## src/rtl/prim_classify_pkg.sv

```systemverilog
package prim_classify_pkg;
  localparam int COORD_W = 16;
  localparam int Z_W     = 16;
  localparam int NVERT   = 3;
  localparam int NPLANE  = 6;
  localparam int DIFF_W  = COORD_W + 1;
  localparam int PROD_W  = 2 * DIFF_W;
  localparam int AREA_W  = PROD_W + 1;

  localparam int PL_XLO = 0;
  localparam int PL_XHI = 1;
  localparam int PL_YLO = 2;
  localparam int PL_YHI = 3;
  localparam int PL_ZLO = 4;
  localparam int PL_ZHI = 5;

  typedef logic [NPLANE-1:0] outcode_t;

  typedef struct packed {
    logic [NVERT-1:0][COORD_W-1:0] x;
    logic [NVERT-1:0][COORD_W-1:0] y;
    logic [NVERT-1:0][Z_W-1:0]     z;
  } tri_t;

  function automatic logic signed [DIFF_W-1:0] sdiff(input logic [COORD_W-1:0] a,
                                                     input logic [COORD_W-1:0] b);
    return {a[COORD_W-1], a} - {b[COORD_W-1], b};
  endfunction
endpackage

```

## src/rtl/pc_outcode.sv

```systemverilog
module pc_outcode
  import prim_classify_pkg::*;
#(
  parameter int X_MIN  = 0,
  parameter int X_MAX  = 1023,
  parameter int Y_MIN  = 0,
  parameter int Y_MAX  = 767,
  parameter int Z_NEAR = 0,
  parameter int Z_FAR  = 4095
) (
  input  logic [COORD_W-1:0] x_i,
  input  logic [COORD_W-1:0] y_i,
  input  logic [Z_W-1:0]     z_i,
  output outcode_t           code_o
);
  localparam logic signed [COORD_W-1:0] XLO = COORD_W'(X_MIN);
  localparam logic signed [COORD_W-1:0] XHI = COORD_W'(X_MAX);
  localparam logic signed [COORD_W-1:0] YLO = COORD_W'(Y_MIN);
  localparam logic signed [COORD_W-1:0] YHI = COORD_W'(Y_MAX);
  localparam logic signed [Z_W-1:0]     ZLO = Z_W'(Z_NEAR);
  localparam logic signed [Z_W-1:0]     ZHI = Z_W'(Z_FAR);

  logic signed [COORD_W-1:0] xs, ys;
  logic signed [Z_W-1:0]     zs;

  assign xs = x_i;
  assign ys = y_i;
  assign zs = z_i;

  always_comb begin
    code_o         = '0;
    code_o[PL_XLO] = xs < XLO;
    code_o[PL_XHI] = xs > XHI;
    code_o[PL_YLO] = ys < YLO;
    code_o[PL_YHI] = ys > YHI;
    code_o[PL_ZLO] = zs < ZLO;
    code_o[PL_ZHI] = zs > ZHI;
  end
endmodule

```

## src/rtl/pc_edge_stage.sv

```systemverilog
module pc_edge_stage
  import prim_classify_pkg::*;
#(
  parameter int X_MIN  = 0,
  parameter int X_MAX  = 1023,
  parameter int Y_MIN  = 0,
  parameter int Y_MAX  = 767,
  parameter int Z_NEAR = 0,
  parameter int Z_FAR  = 4095
) (
  input  logic                     clk_i,
  input  logic                     rst_ni,
  input  logic                     en_i,
  input  logic                     valid_i,
  input  logic                     ccw_i,
  input  tri_t                     tri_i,
  output logic                     valid_o,
  output logic                     ccw_o,
  output tri_t                     tri_o,
  output logic signed [PROD_W-1:0] prod_a_o,
  output logic signed [PROD_W-1:0] prod_b_o,
  output outcode_t [NVERT-1:0]     oc_o
);
  logic signed [DIFF_W-1:0] dx1, dy2, dx2, dy1;
  logic signed [PROD_W-1:0] pa, pb;
  outcode_t [NVERT-1:0]     oc_c;

  assign dx1 = sdiff(tri_i.x[1], tri_i.x[0]);
  assign dy2 = sdiff(tri_i.y[2], tri_i.y[0]);
  assign dx2 = sdiff(tri_i.x[2], tri_i.x[0]);
  assign dy1 = sdiff(tri_i.y[1], tri_i.y[0]);
  assign pa  = PROD_W'(dx1) * PROD_W'(dy2);
  assign pb  = PROD_W'(dx2) * PROD_W'(dy1);

  for (genvar v = 0; v < NVERT; v++) begin : g_oc
    pc_outcode #(
      .X_MIN(X_MIN), .X_MAX(X_MAX), .Y_MIN(Y_MIN),
      .Y_MAX(Y_MAX), .Z_NEAR(Z_NEAR), .Z_FAR(Z_FAR)
    ) i_oc (
      .x_i   (tri_i.x[v]),
      .y_i   (tri_i.y[v]),
      .z_i   (tri_i.z[v]),
      .code_o(oc_c[v])
    );
  end

  always_ff @(posedge clk_i or negedge rst_ni) begin
    if (!rst_ni) valid_o <= 1'b0;
    else if (en_i) valid_o <= valid_i;
  end

  always_ff @(posedge clk_i) begin
    if (en_i && valid_i) begin
      ccw_o    <= ccw_i;
      tri_o    <= tri_i;
      prod_a_o <= pa;
      prod_b_o <= pb;
      oc_o     <= oc_c;
    end
  end
endmodule

```

## src/rtl/pc_decide_stage.sv

```systemverilog
module pc_decide_stage
  import prim_classify_pkg::*;
(
  input  logic                     clk_i,
  input  logic                     rst_ni,
  input  logic                     en_i,
  input  logic                     valid_i,
  input  logic                     ccw_i,
  input  tri_t                     tri_i,
  input  logic signed [PROD_W-1:0] prod_a_i,
  input  logic signed [PROD_W-1:0] prod_b_i,
  input  outcode_t [NVERT-1:0]     oc_i,
  output logic                     valid_o,
  output logic                     clip_o,
  output outcode_t                 planes_o,
  output tri_t                     tri_o
);
  logic signed [AREA_W-1:0] area;
  logic     area_pos, area_neg, front, keep;
  outcode_t oc_and, oc_or;

  assign area     = AREA_W'(prod_a_i) - AREA_W'(prod_b_i);
  assign area_neg = area[AREA_W-1];
  assign area_pos = !area[AREA_W-1] && (area != '0);
  assign front    = ccw_i ? area_pos : area_neg;

  always_comb begin
    oc_and = '1;
    oc_or  = '0;
    for (int v = 0; v < NVERT; v++) begin
      oc_and = oc_and & oc_i[v];
      oc_or  = oc_or | oc_i[v];
    end
  end

  // facing first: back faces never reach the plane routing
  assign keep = valid_i && front && (oc_and == '0);

  always_ff @(posedge clk_i or negedge rst_ni) begin
    if (!rst_ni) valid_o <= 1'b0;
    else if (en_i) valid_o <= keep;
  end

  always_ff @(posedge clk_i) begin
    if (en_i && keep) begin
      clip_o   <= (oc_or != '0);
      planes_o <= oc_or;
      tri_o    <= tri_i;
    end
  end
endmodule

```

## src/rtl/prim_classify.sv

```systemverilog
module prim_classify
  import prim_classify_pkg::*;
#(
  parameter int X_MIN  = 0,
  parameter int X_MAX  = 1023,
  parameter int Y_MIN  = 0,
  parameter int Y_MAX  = 767,
  parameter int Z_NEAR = 0,
  parameter int Z_FAR  = 4095
) (
  input  logic                            clk_i,
  input  logic                            rst_ni,
  input  logic                            ccw_front_i,
  input  logic                            in_valid_i,
  output logic                            in_ready_o,
  input  logic [NVERT-1:0][COORD_W-1:0]   in_x_i,
  input  logic [NVERT-1:0][COORD_W-1:0]   in_y_i,
  input  logic [NVERT-1:0][Z_W-1:0]       in_z_i,
  output logic                            out_valid_o,
  input  logic                            out_ready_i,
  output logic                            out_clip_o,
  output logic [NPLANE-1:0]               out_planes_o,
  output logic [NVERT-1:0][COORD_W-1:0]   out_x_o,
  output logic [NVERT-1:0][COORD_W-1:0]   out_y_o,
  output logic [NVERT-1:0][Z_W-1:0]       out_z_o
);
  logic en;
  tri_t in_tri, s1_tri, s2_tri, out_tri;
  logic s1_valid, s1_ccw, s2_valid, s2_clip;
  logic signed [PROD_W-1:0] s1_pa, s1_pb;
  outcode_t [NVERT-1:0] s1_oc;
  outcode_t s2_planes;

  // whole pipe advances together; bubbles are cheap at one triangle per cycle
  assign en         = !out_valid_o || out_ready_i;
  assign in_ready_o = en;

  assign in_tri.x = in_x_i;
  assign in_tri.y = in_y_i;
  assign in_tri.z = in_z_i;

  pc_edge_stage #(
    .X_MIN(X_MIN), .X_MAX(X_MAX), .Y_MIN(Y_MIN),
    .Y_MAX(Y_MAX), .Z_NEAR(Z_NEAR), .Z_FAR(Z_FAR)
  ) i_edge (
    .clk_i   (clk_i),
    .rst_ni  (rst_ni),
    .en_i    (en),
    .valid_i (in_valid_i),
    .ccw_i   (ccw_front_i),
    .tri_i   (in_tri),
    .valid_o (s1_valid),
    .ccw_o   (s1_ccw),
    .tri_o   (s1_tri),
    .prod_a_o(s1_pa),
    .prod_b_o(s1_pb),
    .oc_o    (s1_oc)
  );

  pc_decide_stage i_decide (
    .clk_i   (clk_i),
    .rst_ni  (rst_ni),
    .en_i    (en),
    .valid_i (s1_valid),
    .ccw_i   (s1_ccw),
    .tri_i   (s1_tri),
    .prod_a_i(s1_pa),
    .prod_b_i(s1_pb),
    .oc_i    (s1_oc),
    .valid_o (s2_valid),
    .clip_o  (s2_clip),
    .planes_o(s2_planes),
    .tri_o   (s2_tri)
  );

  always_ff @(posedge clk_i or negedge rst_ni) begin
    if (!rst_ni) out_valid_o <= 1'b0;
    else if (en) out_valid_o <= s2_valid;
  end

  always_ff @(posedge clk_i) begin
    if (en && s2_valid) begin
      out_clip_o   <= s2_clip;
      out_planes_o <= s2_planes;
      out_tri      <= s2_tri;
    end
  end

  assign out_x_o = out_tri.x;
  assign out_y_o = out_tri.y;
  assign out_z_o = out_tri.z;
endmodule

```

## config.mk

```make
export PLATFORM = sky130hd
export DESIGN_NAME = prim_classify
export DESIGN_NICKNAME = d
export VERILOG_FILES = /design/src/rtl/prim_classify_pkg.sv /design/src/rtl/pc_outcode.sv /design/src/rtl/pc_edge_stage.sv /design/src/rtl/pc_decide_stage.sv /design/src/rtl/prim_classify.sv
export SDC_FILE = /design/constraint.sdc
export NUM_CORES = 2
export LEC_CHECK = 0
export BUFFER_PORTS_ARGS = -buffer_cell sky130_fd_sc_hd__clkbuf_2
export CAP_MARGIN = 30
export CORE_UTILIZATION = 25
export DETAILED_ROUTE_END_ITERATION = 16
export PLACE_DENSITY = 0.45
export REMOVE_ABC_BUFFERS = 1
export SLEW_MARGIN = 5
export SYNTH_ARGS = -nofsm -noshare
export SYNTH_HDL_FRONTEND = slang
export SYNTH_SLANG_ARGS = --single-unit
```

## constraint.sdc

```tcl
create_clock -name clk_i -period 15.3 [get_ports clk_i]
set_input_delay 0.765 -clock clk_i [delete_from_list [all_inputs] [get_ports clk_i]]
set_output_delay 0.765 -clock clk_i [all_outputs]
set_load 0.05 [all_outputs]
```

==> flow_summary.yaml <==
global_route:
  grt_pass1_wl_mm: 192
  grtUsageTotal_pct: 14.8
  grt.overflow.total: 0
  grt_pass1_vias: 29600
  grt_start_max_net_pins: 131
  antenna_found_initial: 5
synth:
  synth_cell_types: 88
  synth_top_area_share_pct: 36.9
  syn_avg_cell_area_um2: 11.5
  syn_inst: 3716
  ys.flop_type: "edfxtp_1"
  synth_seq_cells: 527
  synth_area_leaders: "edfxtp_1 37%, fa_1 28%, ha_1 7.8%"
  yosys_warnings: 0
  ys_top_cells_by_count: "706 x inv_1, 598 x fa_1, 524 x edfxtp_1"
  syn_area_mm2: 0.0427
  synth.most_common_cell: "inv_1"
  ys_seq_area_share_pct: 37.0
  synth_edf_count: 524
  async_reset_ff_share_pct: 0.569
  yosysTopAreaCell: "edfxtp_1"
setup_path:
  cp_max_fo: 10
  reg2reg_from: "i_edge.prod_b_o[0]$_DFFE_PP_"
  rrSetupSlack_ns: 9.05
  r2r_cells: 14
  critPathLaunchType: "primary input"
  crit_slowest_cell: "a31oi_1"
  slowest_delay_ns: 0.81
  cp.required_ns: 15.67
  worstSetupPathType: "primary input to flop"
  crit_path_end_kind: "flop"
  cp.arrival_ns: 10.18
  reg2reg_to: "i_decide.tri_o[81]$_DFFE_PP_"
  timing.critical_path.mode_cell: "fa_1"
clock_tree:
  numCtsBuffers: 53
  cts.sinks: 527
  insertion_delay_ns: 0.65
  root_buffer: "clkbuf_16"
  clk_pin_slew_ns: 0.07
  htree_levels: 2
  cts_tree: "done"
  cts_setup_buffers: 0
  cts_buffer_depth: 3
cells_and_area:
  syn2layout_area_growth_pct: 15.1
  drive_gt1_share_pct: 13.2
  final_net_count: 5084
  n_fill_cell: 17400
die:
  dieArea_mm2: 0.172
  core-area_mm2: 0.169
  io_pins: 302
  rows: 151
  die-width_um: 415
  initial_core_util_pct: 25.2
  die_y_um: 415
run_status:
  status: "complete, no violations"
hold_path:
  min_to: "i_edge.tri_o[6]$_DFFE_PP_"
  min_path_cells: 1
  hold_class: "primary input to flop"
  hp-start: "in_z_i[6]"
drt:
  drcViolationCount: 0
  wl_per_cell_um: 19.9
  routed_wl_mm: 126
  viasPerCell: 4.36
  initialDrtViolationCount: 1708
  ant_nets: 0
  vias: 27600
  first_pass_iters: 6
sta:
  rsz0062_at_grt: "no"
  hold_viol_final: 0
  max_freq_mhz: 102
  setup_viol: 0
  slew-limit-headroom_pct: 31.2
  slew_viol_final: 0
  finalClockSkew_ns: 0.0452
  finalSetupTns_ns: 0
  min_period_over_period_pct: 64.1
  post-route-min-period_ns: 9.81
  tightest_slew_ns: 1.03
  layout_setup_ws_ns: 5.49
placed_design:
  place.gp.congestion: 0.896
  pre_cts_ws_ns: 4.79
  post-dp-hpwl_mm: 105
  placement.io_buffers: 301
flow_run:
  maxCapViolations: 0
-- stage by stage --
stage               instance area, um^2  hold WS (ns)  util (%)  cells
floorplan                         42300         0.400         -   3637
global route                      49100         0.271      29.0   6330
finish                            49100         0.306      29.0   6331
CTS                               49000         0.269      28.9   6323
detailed placement                47300         0.405      27.9   6225
global placement                  47100         0.400      27.8   6209
-- registers in the layout (all words and copies together), names as in the netlist --
signal,count
i_decide.tri_o,144
i_edge.tri_o,135
out_x_o,48
out_y_o,48
out_z_o,48
i_edge.prod_a_o,34
i_edge.prod_b_o,34
i_edge.oc_o,18
i_decide.planes_o,6
out_planes_o,6
i_decide.clip_o,1
i_decide.valid_o,1
i_edge.ccw_o,1
i_edge.valid_o,1
out_clip_o,1
out_valid_o,1
-- kinds of logic after synthesis --
logic type / synth area share [%]
AND/OR/NAND/NOR: 10.5
adder cells (fa/ha/maj): 35.9
flip-flops: 37.0
AO/OA/AOI/OAI: 6.27
XOR/XNOR: 3.12
multiplexers: 0.0967
buffers and inverters: 7.09
-- cell type report --
| class | count | area, um^2 | area share (%) |
|---|---|---|---|
| Antenna cell | 1 | 2.50 | 0.00509 |
| Clock inverter | 35 | 403 | 0.820 |
| Timing Repair Buffer | 378 | 2170 | 4.41 |
| Clock buffer | 62 | 1360 | 2.77 |
| Inverter | 706 | 2650 | 5.39 |
| Tap cell | 2218 | 2780 | 5.65 |
| Sequential cell | 527 | 15800 | 32.2 |
| Multi-Input combinational cell | 2404 | 24000 | 48.8 |
-- timing repair --
| item | in CTS | in global routing |
|---|---|---|
| hold endpoints to repair | 3 | 0 |
| hold buffers | 1 | 0 |
| resized for setup | 0 | 0 |
-- metal layers --
metal | track usage, % | routed length [um]
met5 | 0 | 41
met4 | 5.49 | 5330
met3 | 2.00 | 5910
met1 | 18.6 | 52700
met2 | 25.8 | 62100
-- worst max path at each step --
stage / endpoint / from / slack, ns / cells past startpoint
final: i_edge.prod_a_o[33]$_DFFE_PP_ / in_x_i[16] / 5.49 / 35
after global routing: i_edge.prod_a_o[33]$_DFFE_PP_ / in_x_i[16] / 4.98 / 35
after CTS: i_edge.prod_a_o[33]$_DFFE_PP_ / in_x_i[16] / 5.44 / 35
after detailed placement: i_edge.prod_a_o[33]$_DFFE_PP_ / in_x_i[16] / 4.79 / 35
after global placement: i_edge.prod_a_o[33]$_DFFE_PP_ / in_x_i[16] / 4.87 / 35
after floorplan: i_decide.clip_o$_DFFE_PP_ / i_edge.prod_b_o[0]$_DFFE_PP_ / 4.07 / 11
-- layout by cell type, fill, tap and decap left out, types with 9 or more instances in the layout --
cell and instances:
or2_2 22, a21o_1 51, o21a_1 13, xnor2_1 92, clkbuf_1 9, nand2b_1 45, a31oi_1 12, a21oi_1 106
ha_1 267, o21bai_1 17, fa_1 598, o2111ai_1 10, o21ai_0 58, clkbuf_2 301, nor2_1 313, nor2b_1 53
nand4_1 10, and2_1 31, a31o_2 13, inv_1 706, nand3_1 46, xnor2_2 9, nor3_1 36, or3_1 21
clkbuf_16 54, and3_1 17, nor4_1 9, xor2_1 44, clkinv_1 10, edfxtp_1 524, buf_4 63, a211oi_1 11
o211ai_1 9, nand2_1 366
-- worst max-delay path, delay by kind of cell --
kind	cells	cell delay, ns
and+or+nand+nor	4	0.80
AOI/OAI and AO/OA	15	3.72
adders and majority gates	9	4.37
xor gates and xnor gates	1	0.08
buffers and inverters	6	0.43
Power is left out: the tool's default activity adds up to more than one toggle a clock period on the data nets, which glitch-free logic cannot reach.
